[config.mk]
export PLATFORM = sky130hd
export DESIGN_NAME = spi_afe_if
export DESIGN_NICKNAME = d
export VERILOG_FILES = /design/src/rtl/spi_afe_pkg.sv /design/src/rtl/spi_afe_sync.sv /design/src/rtl/spi_afe_frame.sv /design/src/rtl/spi_afe_addr_seq.sv /design/src/rtl/spi_afe_regfile.sv /design/src/rtl/spi_afe_if.sv
export SDC_FILE = /design/constraint.sdc
export NUM_CORES = 1
export LEC_CHECK = 0
export BUFFER_PORTS_ARGS = -buffer_cell sky130_fd_sc_hd__buf_2
export CAP_MARGIN = 15
export CORE_MARGIN = 5
export CORE_UTILIZATION = 25
export CTS_CLUSTER_DIAMETER = 200
export DETAILED_ROUTE_END_ITERATION = 12
export GPL_TIMING_DRIVEN = 0
export PLACE_DENSITY = 0.48
export SLEW_MARGIN = 5
export SYNTH_ARGS = -nofsm -noshare
export SYNTH_HDL_FRONTEND = slang
export SYNTH_HIERARCHICAL = 1
export SYNTH_SLANG_ARGS = --single-unit
[constraint.sdc]
create_clock -name clk_i -period 3.21 [get_ports clk_i]
set_input_delay 0.642 -clock clk_i [delete_from_list [all_inputs] [get_ports clk_i]]
set_output_delay 0.642 -clock clk_i [all_outputs]
set_load 0.03 [all_outputs]
[src/rtl/spi_afe_pkg.sv]
package spi_afe_pkg;
  localparam int ADDR_W = 5;
  localparam int BYTE_W = 8;

  typedef enum logic [1:0] {PH_CTRL, PH_WRITE, PH_READ, PH_SKIP} phase_e;
  typedef enum logic [1:0] {RM_HOLD, RM_GROUP, RM_KIND, RM_ALL} rdmode_e;

  typedef struct packed {
    logic [1:0]        dev;
    logic [ADDR_W-1:0] addr;
    logic              rd;
  } ctrl_t;
endpackage

[src/rtl/spi_afe_sync.sv]
module spi_afe_sync #(
  parameter int               WIDTH   = 3,
  parameter int               STAGES  = 2,
  parameter logic [WIDTH-1:0] RST_VAL = '0
) (
  input  logic             clk_i,
  input  logic             rst_ni,
  input  logic [WIDTH-1:0] d_i,
  output logic [WIDTH-1:0] q_o,
  output logic [WIDTH-1:0] q_prev_o
);
  for (genvar g = 0; g < WIDTH; g++) begin : g_bit
    logic [STAGES:0] chain_q;
    always_ff @(posedge clk_i or negedge rst_ni) begin
      if (!rst_ni) chain_q <= {(STAGES+1){RST_VAL[g]}};
      else         chain_q <= {chain_q[STAGES-1:0], d_i[g]};
    end
    assign q_o[g]      = chain_q[STAGES-1];
    assign q_prev_o[g] = chain_q[STAGES];
  end
endmodule

[src/rtl/spi_afe_frame.sv]
module spi_afe_frame
  import spi_afe_pkg::*;
#(
  parameter logic [1:0] DEV_ADDR = 2'b00
) (
  input  logic              clk_i,
  input  logic              rst_ni,
  input  logic              sel_i,
  input  logic              rise_i,
  input  logic              sdi_i,
  output phase_e            phase_o,
  output logic [2:0]        bit_cnt_o,
  output logic              ctrl_v_o,
  output ctrl_t             ctrl_o,
  output logic              byte_v_o,
  output logic [BYTE_W-1:0] byte_o
);
  logic [BYTE_W-2:0] sh_q;
  logic [2:0]        cnt_q;
  phase_e            ph_q;
  logic [BYTE_W-1:0] full;
  logic              last_bit;

  assign full     = {sh_q, sdi_i};
  assign last_bit = sel_i && rise_i && (cnt_q == 3'd7);

  always_ff @(posedge clk_i or negedge rst_ni) begin
    if (!rst_ni) begin
      sh_q  <= '0;
      cnt_q <= '0;
      ph_q  <= PH_CTRL;
    end else if (!sel_i) begin
      sh_q  <= '0;
      cnt_q <= '0;
      ph_q  <= PH_CTRL;
    end else if (rise_i) begin
      sh_q  <= full[BYTE_W-2:0];
      cnt_q <= cnt_q + 3'd1;
      if (cnt_q == 3'd7 && ph_q == PH_CTRL) begin
        if (full[7:6] != DEV_ADDR) ph_q <= PH_SKIP;
        else if (full[0])          ph_q <= PH_READ;
        else                       ph_q <= PH_WRITE;
      end
    end
  end

  assign phase_o   = ph_q;
  assign bit_cnt_o = cnt_q;
  assign ctrl_v_o  = last_bit && (ph_q == PH_CTRL);
  assign ctrl_o    = ctrl_t'(full);
  assign byte_v_o  = last_bit && (ph_q == PH_WRITE || ph_q == PH_READ);
  assign byte_o    = full;
endmodule

[src/rtl/spi_afe_addr_seq.sv]
module spi_afe_addr_seq
  import spi_afe_pkg::*;
#(
  parameter int NUM_REGS  = 16,
  parameter int DATA_REGS = 6,
  parameter int GROUP     = 4
) (
  input  logic [ADDR_W-1:0] cur_i,
  input  rdmode_e           mode_i,
  output logic [ADDR_W-1:0] nxt_o,
  output logic              defined_o
);
  localparam logic [ADDR_W-1:0] LAST   = ADDR_W'(NUM_REGS - 1);
  localparam logic [ADDR_W-1:0] DLAST  = ADDR_W'(DATA_REGS - 1);
  localparam logic [ADDR_W-1:0] DFIRST = ADDR_W'(DATA_REGS);
  localparam logic [ADDR_W-1:0] GMASK  = ~ADDR_W'(GROUP - 1);

  logic [ADDR_W-1:0] inc, g_lo, g_hi, step;
  logic [ADDR_W:0]   g_top;

  always_comb begin
    defined_o = ({1'b0, cur_i} < (ADDR_W+1)'(NUM_REGS));
    inc       = cur_i + 1'b1;
    g_lo      = cur_i & GMASK;
    g_top     = {1'b0, g_lo} + (ADDR_W+1)'(GROUP - 1);
    g_hi      = (g_top > (ADDR_W+1)'(NUM_REGS - 1)) ? LAST : g_top[ADDR_W-1:0];
    unique case (mode_i)
      RM_HOLD:  step = cur_i;
      RM_GROUP: step = (cur_i == g_hi) ? g_lo : inc;
      RM_KIND:  if (cur_i < DFIRST) step = (cur_i == DLAST) ? '0 : inc;
                else                step = (cur_i == LAST) ? DFIRST : inc;
      default:  step = (cur_i == LAST) ? '0 : inc;
    endcase
    nxt_o = defined_o ? step : cur_i;
  end
endmodule

[src/rtl/spi_afe_regfile.sv]
module spi_afe_regfile
  import spi_afe_pkg::*;
#(
  parameter int NUM_REGS  = 16,
  parameter int DATA_REGS = 6,
  parameter int COM_ADDR  = 10,
  parameter int MODE_LSB  = 6
) (
  input  logic                     clk_i,
  input  logic                     rst_ni,
  input  logic                     spi_we_i,
  input  logic [ADDR_W-1:0]        spi_addr_i,
  input  logic [BYTE_W-1:0]        spi_wdata_i,
  input  logic                     hw_we_i,
  input  logic [ADDR_W-1:0]        hw_addr_i,
  input  logic [BYTE_W-1:0]        hw_wdata_i,
  input  logic [ADDR_W-1:0]        rd_addr_i,
  output logic [BYTE_W-1:0]        rd_data_o,
  output logic [NUM_REGS*BYTE_W-1:0] regs_o,
  output rdmode_e                  mode_o
);
  logic [BYTE_W-1:0] arr [NUM_REGS];

  for (genvar i = 0; i < NUM_REGS; i++) begin : g_reg
    logic hw_hit, spi_hit;
    assign hw_hit = hw_we_i && (hw_addr_i == ADDR_W'(i));
    if (i >= DATA_REGS) begin : g_rw
      assign spi_hit = spi_we_i && (spi_addr_i == ADDR_W'(i));
    end else begin : g_ro
      assign spi_hit = 1'b0;
    end
    always_ff @(posedge clk_i or negedge rst_ni) begin
      if (!rst_ni)      arr[i] <= '0;
      else if (hw_hit)  arr[i] <= hw_wdata_i;
      else if (spi_hit) arr[i] <= spi_wdata_i;
    end
    assign regs_o[i*BYTE_W +: BYTE_W] = arr[i];
  end

  always_comb begin
    rd_data_o = '0;
    for (int i = 0; i < NUM_REGS; i++)
      if (rd_addr_i == ADDR_W'(i)) rd_data_o = arr[i];
  end

  assign mode_o = rdmode_e'(arr[COM_ADDR][MODE_LSB +: 2]);
endmodule

[src/rtl/spi_afe_if.sv]
module spi_afe_if
  import spi_afe_pkg::*;
#(
  parameter int         NUM_REGS    = 16,
  parameter int         DATA_REGS   = 6,
  parameter int         GROUP       = 4,
  parameter int         COM_ADDR    = 10,
  parameter int         MODE_LSB    = 6,
  parameter int         SYNC_STAGES = 2,
  parameter logic [1:0] DEV_ADDR    = 2'b00
) (
  input  logic                        clk_i,
  input  logic                        rst_ni,
  input  logic                        cs_ni,
  input  logic                        sck_i,
  input  logic                        sdi_i,
  output logic                        sdo_o,
  output logic                        sdo_en_o,
  input  logic                        hw_we_i,
  input  logic [4:0]                  hw_addr_i,
  input  logic [7:0]                  hw_wdata_i,
  output logic [NUM_REGS*BYTE_W-1:0]  regs_o
);
  logic [2:0] pin_s, pin_d;
  logic       sel, rise, fall;

  spi_afe_sync #(.WIDTH(3), .STAGES(SYNC_STAGES), .RST_VAL(3'b100)) u_sync (
    .clk_i, .rst_ni,
    .d_i      ({cs_ni, sck_i, sdi_i}),
    .q_o      (pin_s),
    .q_prev_o (pin_d)
  );

  assign sel  = ~pin_s[2];
  assign rise = pin_s[1] & ~pin_d[1];
  assign fall = ~pin_s[1] & pin_d[1];

  phase_e            phase;
  logic [2:0]        bit_cnt;
  logic              ctrl_v, byte_v;
  ctrl_t             ctrl;
  logic [BYTE_W-1:0] rx_byte;

  spi_afe_frame #(.DEV_ADDR(DEV_ADDR)) u_frame (
    .clk_i, .rst_ni,
    .sel_i     (sel),
    .rise_i    (rise),
    .sdi_i     (pin_s[0]),
    .phase_o   (phase),
    .bit_cnt_o (bit_cnt),
    .ctrl_v_o  (ctrl_v),
    .ctrl_o    (ctrl),
    .byte_v_o  (byte_v),
    .byte_o    (rx_byte)
  );

  logic [ADDR_W-1:0] ptr_q, nxt, rd_addr;
  logic              defined;
  rdmode_e           com_mode, seq_mode;

  // writes always walk the whole map; reads follow the mode field
  assign seq_mode = (phase == PH_WRITE) ? RM_ALL : com_mode;

  spi_afe_addr_seq #(.NUM_REGS(NUM_REGS), .DATA_REGS(DATA_REGS), .GROUP(GROUP)) u_seq (
    .cur_i     (ptr_q),
    .mode_i    (seq_mode),
    .nxt_o     (nxt),
    .defined_o (defined)
  );

  logic              spi_we;
  logic [BYTE_W-1:0] rd_data;

  assign spi_we  = byte_v && (phase == PH_WRITE) && defined;
  assign rd_addr = ctrl_v ? ctrl.addr : nxt;

  spi_afe_regfile #(
    .NUM_REGS(NUM_REGS), .DATA_REGS(DATA_REGS), .COM_ADDR(COM_ADDR), .MODE_LSB(MODE_LSB)
  ) u_regs (
    .clk_i, .rst_ni,
    .spi_we_i    (spi_we),
    .spi_addr_i  (ptr_q),
    .spi_wdata_i (rx_byte),
    .hw_we_i,
    .hw_addr_i,
    .hw_wdata_i,
    .rd_addr_i   (rd_addr),
    .rd_data_o   (rd_data),
    .regs_o,
    .mode_o      (com_mode)
  );

  logic [BYTE_W-1:0] tx_q;
  logic              sdo_q;

  always_ff @(posedge clk_i or negedge rst_ni) begin
    if (!rst_ni)     ptr_q <= '0;
    else if (ctrl_v) ptr_q <= ctrl.addr;
    else if (byte_v) ptr_q <= nxt;
  end

  always_ff @(posedge clk_i or negedge rst_ni) begin
    if (!rst_ni)                          tx_q <= '0;
    else if (ctrl_v && ctrl.rd)           tx_q <= rd_data;
    else if (byte_v && phase == PH_READ)  tx_q <= rd_data;
  end

  // bit index of the byte in flight is 7 - bit_cnt
  always_ff @(posedge clk_i or negedge rst_ni) begin
    if (!rst_ni)                       sdo_q <= 1'b0;
    else if (!sel)                     sdo_q <= 1'b0;
    else if (fall && phase == PH_READ) sdo_q <= tx_q[~bit_cnt];
  end

  assign sdo_o    = sdo_q;
  assign sdo_en_o = sel && (phase == PH_READ);
endmodule

==> summary.md, run 1 <==
| Metric | Value |
|---|---|
| Initial antenna violation count | 1 |
| Max Clock Freq | 0.283 GHz |
| DRC | 0 |
| Final hold vios | 0 |
| Cell area after layout | 0.0123 sq mm |
| DIE AREA | 0.0413 sq mm |
| Number of routed nets with antenna violations | 0 |
| Final wirelength | 40600 um |
| First-pass DRT Iterations | 5 |
| First-pass GRT wire length | 59200 um |
| Clock root cell | clkbuf_16 |
| Io pins | 149 |
| Worst hold path type | in2async |
| Drt wl/cell | about 25 um |
| Max-slew violation count | 0 |
| Crit path time final | about 3500 ps |
| Worst setup path start | ptr_q[1] |
| Die W | 203 um |
| Setup Crit Path Kind | reg2reg |
| CTS clk-pin slew, worst paths | 70 ps |
| CP Max Fanout | 5 |
| Clock Latency Late Sink | 430 ps |
| Fin crit share | 1.10 |
| Setup TNS after final layout | -2110 ps |
| CTS Buf Count | 17 |
| Worst-Margin Slew | between 900 and 1000 ps |
| DP Area | roughly 0.011 sq mm |
| Gate count after technology mapping | roughly 920 |
| Via Count | 8511 |
| Syn Nets | 944 |
| Crit end category | flip-flop |
| # rows | 70 |
| PwrDens | 589 mW/mm^2 |
| Fin nets | 1170 |
| Failing checks | setup timing |
| Hold buffer count at cts | 0 |
| Clock Sinks | about 160 |
| Commonest non-fill, non-tap cells in the layout | buf_2, dfrtp_1, nor2_1, mux2i_1, a21oi_1 |
| Synthesis warning total | 6 |
| Area Overhead vs Synth | 31.9% |
| Synthesized cell area | 0.00933 sq mm |
| Final setup vio count | 8 |
| Launching point of the worst reg2reg path | ptr_q[1] |
| WP data required | 3530 ps |
| RSZ-0062 raised after global routing | true |
| Design Power | 7.25 mW |
| Dpl hpwl | 30000 um |
| Commonest non-fill, non-tap cell in the layout | buf_2 |
| Final WS setup | -320 ps |
| GR Overflow Total | 0 |
| Via density per instance | 5.24 |
| H-tree Lvls | 4 |
| TritonCTS clock tree | done |
| Avg Cell Area, Syn | 10.2 sq um |
| Clk_skew | 12.9 ps |
| Arr. time, crit path | 3840 ps |
| Initial Util | 0.254 |
| Gr usage total | 0.191 |
| P_leak | 5.40 nW |
| Outcome | finished with violations |
| MaxCap Viol Count | 0 |
| Layout cell share with drive strength beyond 1 | 0.406 |
| Gpl congestion | between 0.9 and 1 |
| Peak supply drop | 0.000285 V |
| Vias in the first global route | about 8600 |
| Number of port buffers | 148 |
| Die H | approximately 200 um |
| Initial DRC count | just under 700 |
| Largest net degree at the start of global routing | 90 |
| Max Buffers Root-to-Sink | 2 |
| Reg2reg setup slack | -320 ps |
| Worst slew margin | 0.338 |
| Hold WS | 172 ps |
| Ant diodes | 0 |
| Crit path launch type | flip-flop |
| Core area | 0.0367 sq mm |
[report_power, final]
part	total, mW	switching [mW]	internal [mW]
sequential	2.85	0.483	2.36
clock	2.18	0.907	1.28
combinational	2.22	1.48	0.741
[final cells by class]
cell class	instances	area [sq um]
well taps	468	586
repair buffers	210	1260
flip-flops and latches	161	4040
multi-input cells	667	5230
clock buffers	21	460
clock inverters	11	155
plain buffers	71	504
fillers	3761	24400
inverters	15	63.8
[path summary, 6_finish.rpt]
kind,to,cells past startpoint
min in group clk_i,u_sync/g_bit[2].chain_q[0],1
min reg2reg,u_sync/g_bit[0].chain_q[1],0
max reg2reg,tx_q[4],16
min,u_regs/regs_o[125],1
max in group asynchronous,u_frame/phase_o[0],2
max,tx_q[4],16
[routing by layer]
layer	vias to the layer above	global-route usage	wire, um
li1	3776	-	-
met1	4277	0.258	17500
met2	372	0.307	18800
met3	84	0.0294	2530
met4	2	0.0783	1760
met5	-	0	13
[through the flow]
| step | utilization | instances | setup slack, ps |
|---|---|---|---|
| after floorplan | - | 917 | 6.49 |
| after global placement | 0.292 | 1533 | -1540 |
| after detailed placement | 0.293 | 1534 | -808 |
| after CTS | 0.329 | 1605 | -297 |
| after global routing | 0.335 | 1624 | -365 |
| final | 0.335 | 1624 | -320 |
[critical path, cell delays in order, from the launching register on]
cell	delay (ps)
dfrtp_2	440
ha_4	170
nand3_2	80
inv_2	90
ha_4	140
nand2_2	50
a32o_1	220
a22o_1	210
mux2_4	340
clkbuf_16	170
buf_4	130
nor3_4	140
nand2_1	220
o21ai_1	210
a31o_2	210
o211ai_1	250
mux2_4	330
[repair_timing]
item,4_1_cts,5_1_grt
buffers inserted,40,20
gates cloned,1,0
resized for setup,100,34
endpoints found under the setup margin,8,18
pin swaps,41,23
[state kept, by name, indices dropped and copies added (netlist names)]
name                  flops
ptr_q                     5
u_regs/mode_o             2
u_frame/sh_q              7
tx_q                      8
u_frame/bit_cnt_o         3
u_regs/regs_o           126
u_frame/phase_o           2
sdo_o                     1
u_sync/g_bit.chain_q      7
Note: power is estimated with default switching activity, not from simulation.
==> run 2: changes to the inputs <==
--- a/config.mk
+++ b/config.mk
@@ -18,3 +18,4 @@
 export SYNTH_HDL_FRONTEND = slang
 export SYNTH_HIERARCHICAL = 1
 export SYNTH_SLANG_ARGS = --single-unit
+export TNS_END_PERCENT = 50
==> run 2 against run 1 <==
  * The flow still finishes with violations (setup timing)
  * Cell count decreased by 0.74%
  * Power decreased by 0.13%
  * Sequential share of layout area increased by 0.33 points
  * Register-to-register slack got worse by 50 ps
  * Clock power about the same
  * Flip-flop and latch count unchanged
  * Combinational power about the same
  * Wire length decreased by 0.66%
  * Setup slack got worse by 45 ps
  * Critical path type unchanged
  * Critical endpoint is now tx_q[5]
  * Largest cell class unchanged
  * Largest power group unchanged
==> summary.md, run 2 (synthesized netlist as in run 1, its figures left out) <==
| Metric | Value |
|---|---|
| Outcome | finished with violations (unchanged) |
| Failing checks | setup timing (unchanged) |
| Clock root cell | clkbuf_16 (unchanged) |
| DP Area | 0.0107 sq mm (unchanged) |
| Clk_skew | 13.1 ps (was 12.9 ps) |
| Largest register FFs | 126 (unchanged) |
| Ant diodes | 0 (unchanged) |
| Commonest non-fill, non-tap cells in the layout | buf_2, dfrtp_1, nor2_1, mux2i_1, a21oi_1 (unchanged) |
| TritonCTS clock tree | done (unchanged) |
| Worst-Margin Slew | 993 ps (about the same) |
| CP Max Fanout | 10 (was 5) |
| CP top delay family | compound AO/OA/AOI/OAI gates (unchanged) |
| DRC | 0 (unchanged) |
| Crit end category | flip-flop (unchanged) |
| P_leak | 5.33 nW (was 5.40 nW) |
| Drt wl/cell | 25.0 um (about the same) |
| Initial Util | 0.254 (unchanged) |
| Post-route insts no fill | 1612 (was 1624) |
| Arr. time, crit path | 3890 ps (was 3840 ps) |
| Clock Latency Late Sink | 430 ps (about the same) |
| Layout cell share with drive strength beyond 1 | 0.391 (was 0.406) |
| Placed cells | 1534 (unchanged) |
| Worst hold path type | in2async (unchanged) |
| Launching point of the worst reg2reg path | ptr_q[1] (unchanged) |
| Die W | 203 um (unchanged) |
| Cell area after layout | 0.0122 sq mm (was 0.0123 sq mm) |
| Crit path launch type | flip-flop (unchanged) |
| Worst slew margin | 0.338 (about the same) |
| Via Count | 8439 (was 8511) |
| Peak supply drop | 0.000278 V (was 0.000285 V) |
| PwrDens | 595 mW/mm^2 (was 589 mW/mm^2) |
| Reg2reg path depth | 16 (unchanged) |
| Via density per instance | 5.24 (about the same) |
| Reg2reg setup slack | -360 ps (was -320 ps) |
| Commonest non-fill, non-tap cell in the layout | buf_2 (unchanged) |
| Fin crit share | 1.11 (was 1.10) |
| Final wirelength | 40400 um (was 40600 um) |
| Core area | 0.0367 sq mm (unchanged) |
| Crit path time final | 3570 ps (was 3530 ps) |
| Critical-path top delay cell | dfrtp_2 (unchanged) |
| MaxCap Viol Count | 0 (unchanged) |
| Clock Sinks | 161 (unchanged) |
| Initial DRC count | 675 (unchanged) |
| # rows | 70 (unchanged) |
| Worst slack at placement | -808 ps (unchanged) |
| Io pins | 149 (unchanged) |
| Critical path's largest stage delay | 440 ps (about the same) |
| Initial antenna violation count | 1 (unchanged) |
| Number of routed nets with antenna violations | 0 (unchanged) |
| Hold WS | 170 ps (was 172 ps) |
| Final WS setup | -365 ps (was -320 ps) |
| WP data required | 3520 ps (was 3530 ps) |
| Post-Route Utilization | 0.332 (was 0.335) |
| Buffers & Inverters on Critical Path | 3 (unchanged) |
| Fillers | 3760 (was 3761) |
| First-pass GRT wire length | 59100 um (was 59200 um) |
| First-pass DRT Iterations | 5 (unchanged) |
| Dpl hpwl | 30000 um (unchanged) |
| Max Buffers Root-to-Sink | 2 (unchanged) |
| Largest net degree at the start of global routing | 90 (unchanged) |
| Number of port buffers | 148 (unchanged) |
| Hold buffer count at cts | 0 (unchanged) |
| Max-slew violation count | 0 (unchanged) |
| H-tree Lvls | 4 (unchanged) |
| DIE AREA | 0.0413 sq mm (unchanged) |
| Gr usage total | 0.191 (about the same) |
| Fin nets | 1158 (was 1170) |
| Reg2reg end | tx_q[5] (was tx_q[4]) |
| Gpl congestion | 0.974 (unchanged) |
| Final setup vio count | 8 (unchanged) |
| Max Clock Freq | 0.280 GHz (was 0.283 GHz) |
| Setup TNS after final layout | -2380 ps (was -2110 ps) |
| Area Overhead vs Synth | 30.5% (was 31.9%) |
| GR Overflow Total | 0 (unchanged) |
| Crit path cell chain | ha_4 -> nand3_2 -> inv_2 -> ha_4 -> nand2_2 -> a32o_1 -> a22o_1 -> mux2_4 -> bufbuf_16 -> and3b_4 -> buf_8 -> nand3_1 -> nand4_1 -> a2111oi_4 -> a21oi_2 -> mux2_4 (was ha_4 -> nand3_2 -> inv_2 -> ha_4 -> nand2_2 -> a32o_1 -> a22o_1 -> mux2_4 -> clkbuf_16 -> buf_4 -> nor3_4 -> nand2_1 -> o21ai_1 -> a31o_2 -> o211ai_1 -> mux2_4) |
| Setup Crit Path Kind | reg2reg (unchanged) |
| RSZ-0062 raised after global routing | true (unchanged) |
| Design Power | 7.24 mW (was 7.25 mW) |
| Die H | 203 um (unchanged) |
| Final hold vios | 0 (unchanged) |
| Vias in the first global route | 8582 (was 8617) |
| CTS clk-pin slew, worst paths | 70 ps (about the same) |
| CTS Buf Count | 17 (unchanged) |
run 2: power breakdown:
group          switching, mW  total [mW]  leakage (nW)  internal, mW
Sequential             0.482        2.85          2.00          2.36
Combinational           1.46        2.21          3.04         0.744
Clock                  0.911        2.19         0.287          1.28
Total                   2.86        7.24          5.33          4.38
run 2: timing repair:
item | in CTS | in global routing
pin swaps | 36 | 9
buffers inserted | 37 | 12
cloned | 1 | 0
setup endpoints to repair | 8 | 16
hold endpoints to repair | 0 | 0
gates resized for setup | 94 | 20
run 2: cell type report:
type | count | area, sq um | area share
Timing Repair Buffer | 198 | 1180 | 0.0968
Buffer | 71 | 495 | 0.0407
Multi-Input combinational cell | 667 | 5190 | 0.427
Clock inverter | 11 | 155 | 0.0127
Tap cell | 468 | 586 | 0.0481
Sequential cell | 161 | 4040 | 0.332
Inverter | 15 | 63.8 | 0.00524
Clock buffer | 21 | 460 | 0.0378
run 2: worst max-delay path by stage:
stage	startpoint	endpoint	slack [ps]	cells after the start
6_report	ptr_q[1]	tx_q[5]	-360	16
5_1_grt	ptr_q[1]	tx_q[5]	-410	16
4_1_cts	ptr_q[1]	tx_q[1]	-300	16
3_5_place_dp	u_frame/phase_o[1]	tx_q[5]	-810	13
3_3_place_gp	rst_ni	ptr_q[0]	-1540	1
2_1_floorplan	ptr_q[1]	tx_q[1]	6	17
run 2: routing by layer:
layer,vias to the layer above,GRT usage,wire length [um]
li1,3744,-,-
met1,4242,0.259,17600
met2,374,0.308,18900
met3,77,0.0275,2330
met4,2,0.0742,1500
met5,-,0,13
run 2: worst register-to-register path: cells and delay by family (launching register included):
kind / cells / cell delay [ps]
simple gates: 5 / 640
compound gates: 4 / 930
flops: 1 / 440
buf+inv: 3 / 530
fa+ha+maj: 2 / 310
mux: 2 / 600
